===== src/rtl/lincal_pkg.sv =====
package lincal_pkg;
  typedef enum logic [2:0] {
    ST_IDLE    = 3'd0,
    ST_APPLY   = 3'd1,
    ST_SETTLE  = 3'd2,
    ST_MEASURE = 3'd3,
    ST_COMPARE = 3'd4,
    ST_FINISH  = 3'd5
  } cal_state_e;
endpackage


===== src/rtl/lincal_settle_timer.sv =====
module lincal_settle_timer #(
  parameter int W = 12
) (
  input  logic         clk,
  input  logic         rst_n,
  input  logic         load_i,
  input  logic [W-1:0] load_val_i,
  input  logic         run_i,
  output logic         expired_o
);
  logic [W-1:0] cnt_q;

  always_ff @(posedge clk or negedge rst_n) begin
    if (!rst_n) begin
      cnt_q <= '0;
    end else if (load_i) begin
      cnt_q <= load_val_i;
    end else if (run_i && cnt_q != '0) begin
      cnt_q <= cnt_q - 1'b1;
    end
  end

  assign expired_o = (cnt_q == '0);
endmodule


===== src/rtl/lincal_meas_port.sv =====
module lincal_meas_port #(
  parameter int DATA_W = 16
) (
  input  logic              clk,
  input  logic              rst_n,
  input  logic              active_i,
  output logic              req_valid_o,
  input  logic              req_ready_i,
  input  logic              res_valid_i,
  output logic              res_ready_o,
  input  logic [DATA_W-1:0] res_data_i,
  output logic              res_fire_o,
  output logic [DATA_W-1:0] res_data_o
);
  logic              sent_q;
  logic [DATA_W-1:0] data_q;

  assign req_valid_o = active_i && !sent_q;
  assign res_ready_o = active_i && sent_q;
  assign res_fire_o  = res_ready_o && res_valid_i;
  assign res_data_o  = data_q;

  always_ff @(posedge clk or negedge rst_n) begin
    if (!rst_n) begin
      sent_q <= 1'b0;
    end else if (!active_i) begin
      sent_q <= 1'b0;
    end else if (req_valid_o && req_ready_i) begin
      sent_q <= 1'b1;
    end
  end

  always_ff @(posedge clk or negedge rst_n) begin
    if (!rst_n) begin
      data_q <= '0;
    end else if (res_fire_o) begin
      data_q <= res_data_i;
    end
  end
endmodule


===== src/rtl/lincal_best_track.sv =====
module lincal_best_track #(
  parameter int CODE_W = 3,
  parameter int VAL_W  = 16
) (
  input  logic              clk,
  input  logic              rst_n,
  input  logic              clear_i,
  input  logic              cand_en_i,
  input  logic [CODE_W-1:0] cand_code_i,
  input  logic [VAL_W-1:0]  cand_val_i,
  output logic              take_o,
  output logic [CODE_W-1:0] best_code_o
);
  logic              have_q;
  logic [VAL_W-1:0]  best_val_q;
  logic [CODE_W-1:0] best_code_q;

  // strict less-than: an equal later value never displaces the earlier code
  assign take_o      = !have_q || (cand_val_i < best_val_q);
  assign best_code_o = best_code_q;

  always_ff @(posedge clk or negedge rst_n) begin
    if (!rst_n) begin
      have_q      <= 1'b0;
      best_val_q  <= '0;
      best_code_q <= '0;
    end else if (clear_i) begin
      have_q      <= 1'b0;
    end else if (cand_en_i && take_o) begin
      have_q      <= 1'b1;
      best_val_q  <= cand_val_i;
      best_code_q <= cand_code_i;
    end
  end
endmodule


===== src/rtl/lincal_ctrl.sv =====
module lincal_ctrl #(
  parameter int CODE_W   = 3,
  parameter int IM3_W    = 16,
  parameter int SETTLE_W = 12
) (
  input  logic                clk,
  input  logic                rst_n,
  input  logic                start_i,
  input  logic [SETTLE_W-1:0] settle_cycles_i,
  output logic [CODE_W-1:0]   tune_code_o,
  output logic                meas_req_valid_o,
  input  logic                meas_req_ready_i,
  input  logic                im3_valid_i,
  output logic                im3_ready_o,
  input  logic [IM3_W-1:0]    im3_value_i,
  output logic                done_o,
  output logic [CODE_W-1:0]   best_code_o
);
  import lincal_pkg::*;

  localparam logic [CODE_W-1:0] LAST_CODE = '1;

  cal_state_e        state_q, state_d;
  logic [CODE_W-1:0] code_q;
  logic              launch;
  logic              settle_done;
  logic              res_fire;
  logic [IM3_W-1:0]  res_val;
  logic              take;
  logic [CODE_W-1:0] best_code;

  assign launch = start_i && (state_q == ST_IDLE || state_q == ST_FINISH);

  lincal_settle_timer #(.W(SETTLE_W)) u_timer (
    .clk        (clk),
    .rst_n      (rst_n),
    .load_i     (state_q == ST_APPLY),
    .load_val_i (settle_cycles_i),
    .run_i      (state_q == ST_SETTLE),
    .expired_o  (settle_done)
  );

  lincal_meas_port #(.DATA_W(IM3_W)) u_meas (
    .clk         (clk),
    .rst_n       (rst_n),
    .active_i    (state_q == ST_MEASURE),
    .req_valid_o (meas_req_valid_o),
    .req_ready_i (meas_req_ready_i),
    .res_valid_i (im3_valid_i),
    .res_ready_o (im3_ready_o),
    .res_data_i  (im3_value_i),
    .res_fire_o  (res_fire),
    .res_data_o  (res_val)
  );

  lincal_best_track #(.CODE_W(CODE_W), .VAL_W(IM3_W)) u_best (
    .clk         (clk),
    .rst_n       (rst_n),
    .clear_i     (launch),
    .cand_en_i   (state_q == ST_COMPARE),
    .cand_code_i (code_q),
    .cand_val_i  (res_val),
    .take_o      (take),
    .best_code_o (best_code)
  );

  always_comb begin
    state_d = state_q;
    unique case (state_q)
      ST_IDLE:    if (launch) state_d = ST_APPLY;
      ST_APPLY:   state_d = ST_SETTLE;
      ST_SETTLE:  if (settle_done) state_d = ST_MEASURE;
      ST_MEASURE: if (res_fire) state_d = ST_COMPARE;
      ST_COMPARE: state_d = (code_q == LAST_CODE) ? ST_FINISH : ST_APPLY;
      ST_FINISH:  if (launch) state_d = ST_APPLY;
      default:    state_d = ST_IDLE;
    endcase
  end

  always_ff @(posedge clk or negedge rst_n) begin
    if (!rst_n) begin
      state_q <= ST_IDLE;
      code_q  <= '0;
    end else begin
      state_q <= state_d;
      if (launch) begin
        code_q <= '0;
      end else if (state_q == ST_COMPARE) begin
        if (code_q != LAST_CODE) code_q <= code_q + 1'b1;
        else                     code_q <= take ? code_q : best_code;
      end
    end
  end

  assign tune_code_o = code_q;
  assign done_o      = (state_q == ST_FINISH);
  assign best_code_o = best_code;
endmodule


===== config.mk =====
export PLATFORM = sky130hd
export DESIGN_NAME = lincal_ctrl
export DESIGN_NICKNAME = d
export VERILOG_FILES = /design/src/rtl/lincal_pkg.sv /design/src/rtl/lincal_settle_timer.sv /design/src/rtl/lincal_meas_port.sv /design/src/rtl/lincal_best_track.sv /design/src/rtl/lincal_ctrl.sv
export SDC_FILE = /design/constraint.sdc
export NUM_CORES = 1
export LEC_CHECK = 0
export BUFFER_PORTS_ARGS = -buffer_cell sky130_fd_sc_hd__clkbuf_2
export CORE_MARGIN = 2
export CORE_UTILIZATION = 40
export DETAILED_ROUTE_END_ITERATION = 16
export PLACE_DENSITY_LB_ADDON = 0.1
export SLEW_MARGIN = 10
export SYNTH_ARGS = -nofsm -noshare
export SYNTH_HDL_FRONTEND = slang
export SYNTH_SLANG_ARGS = --single-unit
export TNS_END_PERCENT = 5

===== constraint.sdc =====
create_clock -name clk -period 3.9 [get_ports clk]
set_input_delay 0.195 -clock clk [delete_from_list [all_inputs] [get_ports clk]]
set_output_delay 0.195 -clock clk [all_outputs]
set_load 0.1 [all_outputs]

==> impl_metrics.json, run 1 <==
{
  "nNetsFinal": 356,
  "slew_viol_final": 0,
  "r2r_cells": 8,
  "p_seq_frac": 0.549,
  "yosys_warnings": 0,
  "rsz0062_at_grt": "no",
  "hold_path_class": "input pin to register",
  "clkPwrFrac": 0.425,
  "worstMarginPinSlew_ns": 0.821,
  "cts_inserted_buffers": 5,
  "r2r-start": "u_meas.res_data_o[2]",
  "p_per_area_mw_per_mm2": 312,
  "ys_ff_latch": 55,
  "h-tree-depth": 2,
  "synth_edf_count": 0,
  "setup-tns-final_ns": 0,
  "power.total_w": 0.00104,
  "start_util": 0.405,
  "synth_ff_type": "dfrtp_1",
  "async_reset_ff_frac": 1.00,
  "final_common_cell": "dfrtp_1",
  "hold_violations": 0,
  "max-cap-violations": 0,
  "rows": 31,
  "grt_pass1_wl_mm": 8.38,
  "syn_inst": 261,
  "design.die.area_sq_mm": 0.00793,
  "dp_hpwl_mm": 3.62,
  "ctsResizeCount": 0,
  "fin_worst_skew_ns": 0.00588,
  "clock_sinks": 55,
  "ant_nets": 0,
  "path_class": "register to register",
  "area_growth_pct": 15.1,
  "max_freq_mhz": 369,
  "grt_overflow_total": 0,
  "cts_buffer_depth": 2,
  "drt_pass1_iterations": 4,
  "dr.first_iter.drc_count": 72,
  "hold_ws_ns": 0.0853,
  "cp-start-kind": "register",
  "syn-num-nets": 312,
  "synth_cell_types": 37,
  "regToRegSetupSlack_ns": 1.19,
  "clkLatencyLatePin_ns": 0.30,
  "pin_count": 42,
  "reg2reg_to": "u_best.best_val_q[4]",
  "port_buffers": 41,
  "status": "completed",
  "switching_power_w": 0.000200,
  "setup_viol": 0,
  "cts_hold_buf": 1,
  "p_leak_nw": 1.58,
  "p_int_w": 0.000839,
  "ir_drop_mv": 0.141,
  "fp.dieH_microns": 89.0,
  "vias": 1958,
  "gp_congestion": 0.779,
  "layout_common_cells": "55 x dfrtp_1, 41 x clkbuf_2, 36 x mux2_2, 27 x nand2_1, 19 x inv_1",
  "n_antenna_cell": 0,
  "drive_gt1_frac": 0.320,
  "cts_setup_buffers": 0,
  "core_area_sq_mm": 0.00714,
  "critPathLaunch": "u_meas.res_data_o[2]",
  "grt_pass1_vias": 1806,
  "post_drt_wl_per_cell_microns": 12.1,
  "power.share.switching": 0.192,
  "netlist_area_sq_mm": 0.00289,
  "syn_avg_cell_area_sq_um": 11.1,
  "cts_tree": "built",
  "root_buffer": "clkbuf_8",
  "critical_path_required_ns": 4.09,
  "min_period_ns": 2.71,
  "crit_path_max_fanout": 19,
  "relSlewSlack": 0.453,
  "post-route-period-util": 0.694,
  "crit_arrival_ns": 2.90,
  "ys_seq_area_frac": 0.476,
  "endpoint": "u_best.best_val_q[4]",
  "clk_pin_slew_worst_paths_ns": 0.10,
  "post_drt_via_cell_ratio": 4.83,
  "end_kind": "register",
  "routed_wl_mm": 4.90,
  "grt_antenna_before_repair": 0,
  "post-route-drc-count": 0,
  "grt_max_degree": 33,
  "grt_usage": 0.135,
  "die_w_microns": 89.0,
  "comb_power_share": 0.027
}
-- flip-flops by register name, summed over array words and instances, names as in the netlist --
signal / flops
tune_code_o: 3
u_best.best_code_o: 3
u_best.have_q: 1
u_timer.cnt_q: 12
u_meas.res_data_o: 16
state_q: 3
u_best.best_val_q: 16
u_meas.sent_q: 1
-- power groups by stage --
stage               sequential [W]  combinational, W  clock, W
detailed placement        0.000581         0.0000286         0
finish                    0.000570         0.0000279  0.000441
floorplan                 0.000581       0.000000290         0
global route              0.000570         0.0000329  0.000479
global placement          0.000581         0.0000287         0
CTS                       0.000570         0.0000295  0.000457
-- Yosys cell counts (all sizes together) (3+ instances only) --
cell | n | area [sq um]
a21o | 4 | 30.0
nor4 | 6 | 37.5
nand4 | 3 | 18.8
ha | 18 | 225
o21ai | 16 | 80.1
nand2 | 28 | 113
nor2 | 12 | 45.0
dfrtp | 55 | 1380
a21oi | 8 | 40.0
inv | 19 | 71.3
buf | 7 | 68.8
or3 | 3 | 23.8
and2 | 3 | 18.8
nor3 | 8 | 40.0
xnor2 | 10 | 87.6
mux2 | 36 | 405
-- worst min-delay path by stage --
stage | endpoint | slack [ns] | from | cells after the start
3_3_place_gp | u_timer.cnt_q[8] | 0.33 | rst_n | 1
3_5_place_dp | u_timer.cnt_q[8] | 0.34 | rst_n | 1
2_1_floorplan | state_q[0] | -0.10 | rst_n | 0
6_report | u_timer.cnt_q[9] | 0.09 | settle_cycles_i[9] | 3
4_1_cts | u_timer.cnt_q[9] | 0.08 | settle_cycles_i[9] | 3
5_1_grt | u_timer.cnt_q[9] | 0.07 | settle_cycles_i[9] | 3
-- routing by layer --
metal	vias to the layer above	routed length, microns	global-route usage
li1	1001	-	-
met4	0	63	0.0407
met2	29	2170	0.214
met3	5	177	0.0295
met5	-	0	0
met1	923	2500	0.188
-- area by class of cell --
class | count | area, sq um
Timing Repair Buffer | 46 | 245
Clock inverter | 2 | 60.1
Clock buffer | 6 | 72.6
Inverter | 19 | 71.3
Fill cell | 730 | 3810
Sequential cell | 55 | 1380
Multi-Input combinational cell | 178 | 1380
Tap cell | 99 | 124
-- worst max-delay path, stage by stage, from the launching register on --
cell,delay (ns)
dfrtp_1,0.41
ha_1,0.31
a211o_1,0.29
a31oi_1,0.15
o221ai_1,0.18
a221oi_2,0.46
o21a_1,0.16
buf_4,0.26
mux2_2,0.37
-- through the flow --
step                setup WS, ns  cells  area (sq um)  utilization
floorplan                   1.11    261          2890            -
global placement            1.25    396          3190        0.446
detailed placement          1.18    396          3190        0.446
CTS                         1.17    405          3330        0.466
global route                1.05    405          3330        0.466
finish                      1.19    405          3330        0.466
-- cells by family (layout without fill, tap and decap cells) --
kind of cell	Yosys count	count (layout)	synth area share
compound gates	39	39	0.0908
xor+xnor	10	10	0.0303
fa+ha+maj	18	18	0.0779
buf+inv	28	73	0.0510
flops	55	55	0.476
mux	38	38	0.147
simple gates	73	73	0.127
No activity file was read; power rests on OpenSTA's default activity.
==> run 2, diff against run 1 <==
==> constraint.sdc (replaced) <==
create_clock -name clk -period 2.2 [get_ports clk]
set_input_delay 0.11 -clock clk [delete_from_list [all_inputs] [get_ports clk]]
set_output_delay 0.11 -clock clk [all_outputs]
set_load 0.1 [all_outputs]
==> run 2 against run 1 <==
  * Register-to-register slack got worse by 1.4 ns
  * First-iteration DRC count fell by 50%
  * Global-route usage rose by 1.5 points
  * Critical path type unchanged
  * Final cell count rose by 7.7%
  * Worst hold slack got worse by 0.071 ns
  * Flip-flop and latch count did not move
  * Via count rose by 7.4%
  * Design area rose by 12%
  * Count of clock-buffer cells in the layout fell by 1
  * The flow now finishes with violations (negative setup slack)
  * Critical path depth rose by 1
  * Non-clock buffer count rose by 31
==> impl_metrics.json, run 2 (synthesis results as in run 1) <==
{
  "start_util": 0.405,
  "hold_violations": 0,
  "numPlacedInstances": 416,
  "failed_checks": "negative setup slack",
  "fin_util": 0.522,
  "grt_pass1_wl_mm": 9.39,
  "ant_nets": 0,
  "area_growth_pct": 28.8,
  "routed_wl_mm": 5.43,
  "cp_slowest_cell": "dfrtp_1",
  "grt_overflow_total": 0,
  "path_cells": "ha_1, a211o_1, a31oi_1, o221ai_2, a221oi_2, o21a_2, buf_12, buf_12, mux2_4",
  "post-route-period-util": 1.08,
  "post-route-drc-count": 0,
  "clk_pin_slew_worst_paths_ns": 0.10,
  "fp.dieH_microns": 89.0,
  "max_stage_delay_ns": 0.39,
  "pin_count": 42,
  "max_freq_mhz": 419,
  "n_antenna_cell": 0,
  "die_w_microns": 89.0,
  "design.die.area_sq_mm": 0.00793,
  "grt_pass1_vias": 2053,
  "crit_path_max_fanout": 7,
  "ir_drop_mv": 0.323,
  "post_drt_wl_per_cell_microns": 12.5,
  "dp_hpwl_mm": 3.84,
  "root_buffer": "clkbuf_8",
  "core_area_sq_mm": 0.00714,
  "max-cap-violations": 0,
  "rows": 31,
  "p_per_area_mw_per_mm2": 469,
  "relSlewSlack": 0.641,
  "grt_max_degree": 32,
  "cts_buffer_depth": 2,
  "fin_area_sq_mm": 0.00373,
  "end_kind": "register",
  "grt_antenna_before_repair": 0,
  "nNetsFinal": 387,
  "port_buffers": 41,
  "critical_path_required_ns": 2.39,
  "fin_cells": 436,
  "place_area_sq_mm": 0.00335,
  "drive_gt1_frac": 0.383,
  "final_common_cell": "dfrtp_1",
  "slew_viol_final": 0,
  "worstMarginPinSlew_ns": 0.541,
  "setup_viol": 19,
  "cts_tree": "built",
  "dr.first_iter.drc_count": 36,
  "rsz0062_at_grt": "yes",
  "cpMostUsedCell": "buf_12",
  "vias": 2103,
  "fin_ws_ns": -0.187,
  "hold_path_class": "input pin to register",
  "gp_congestion": 0.803,
  "post_drt_via_cell_ratio": 4.82,
  "drt_pass1_iterations": 4,
  "cp-start-kind": "register",
  "grt_usage": 0.150,
  "cts_inserted_buffers": 5,
  "clock_sinks": 55,
  "clkLatencyLatePin_ns": 0.31,
  "status": "finished with violations",
  "fin_worst_skew_ns": 0.00992,
  "n_fill_cell": 671,
  "min_period_ns": 2.39,
  "path_class": "register to register",
  "p_leak_nw": 1.76,
  "crit_arrival_ns": 2.58,
  "h-tree-depth": 2,
  "layout_common_cells": "55 x dfrtp_1, 41 x clkbuf_2, 27 x nand2_1, 23 x buf_4"
}
## run 2: cell types whose count changed in the layout (fill, tap and decap cells not counted), sizes merged
| cell | previous run | this run |
|---|---|---|
| clkinv | 0 | 2 |
| bufinv | 2 | 1 |
| dlygate4sd3 | 1 | 8 |
| clkbuf | 47 | 46 |
| buf | 4 | 28 |
## run 2: report_power, final
| group | leakage (nW) | switching (W) | internal, W |
|---|---|---|---|
| clock network | 0.0581 | 0.000338 | 0.000340 |
| registers | 0.712 | 0 | 0.00101 |
| logic | 0.992 | 0.0000290 | 0.0000317 |
| total | 1.76 | 0.000366 | 0.00138 |
## run 2: layout make-up
| cell class | count | area (sq um) | area share |
|---|---|---|---|
| Sequential cell | 55 | 1380 | 0.369 |
| Multi-Input combinational cell | 178 | 1490 | 0.399 |
| Clock inverter | 3 | 43.8 | 0.0118 |
| Inverter | 19 | 71.3 | 0.0191 |
| Timing Repair Buffer | 77 | 557 | 0.149 |
| Tap cell | 99 | 124 | 0.0332 |
| Clock buffer | 5 | 68.8 | 0.0185 |
## run 2: timing repair
action	4_1_cts	5_1_grt
gates cloned	1	0
hold endpoints to repair	36	1
gates resized for setup	27	9
endpoints found under the setup margin	29	32
hold buffers	7	1
pin swaps	6	4
setup buffers	2	1
## run 2: worst paths after layout
check                           slack, ns                     to  cells past startpoint                   from
worst max-delay path                -0.19  u_best.best_code_o[1]                      9   u_meas.res_data_o[2]
worst min-delay path                 0.01          u_meas.sent_q                      2       meas_req_ready_i
worst max register to register      -0.19  u_best.best_code_o[1]                      9   u_meas.res_data_o[2]
worst min register to register       0.52  u_best.best_val_q[11]                      1  u_best.best_val_q[11]
min in group asynchronous            0.34       u_timer.cnt_q[6]                      3                  rst_n
max in group asynchronous            1.19   u_meas.res_data_o[8]                      4                  rst_n
## run 2: metal layers
| layer | vias up | GRT usage | wire [microns] |
|---|---|---|---|
| met1 | 1003 | 0.211 | 2660 |
| li1 | 1068 | - | - |
| met4 | 0 | 0.0326 | 25 |
| met2 | 30 | 0.242 | 2570 |
| met5 | - | 0 | 0 |
| met3 | 2 | 0.0314 | 174 |
## run 2: stage by stage
step / TNS [ns] / hold slack (ns) / total power [W] / worst slack [ns]
after global routing: -5.42 / 0.0144 / 0.00182 / -0.278
after floorplan: -5.18 / -0.186 / 0.00103 / -0.358
final: -3.40 / 0.0139 / 0.00175 / -0.187
after detailed placement: -3.98 / 0.153 / 0.00108 / -0.233
after CTS: -4.59 / 0.00339 / 0.00178 / -0.251
after global placement: -3.18 / 0.157 / 0.00108 / -0.185
## run 2: critical path, delay by kind of cell, from the launching register on
kind,cells,cell delay (ns)
compound gates,5,1.04
fa+ha+maj,1,0.30
buf+inv,2,0.23
flops,1,0.39
mux,1,0.30
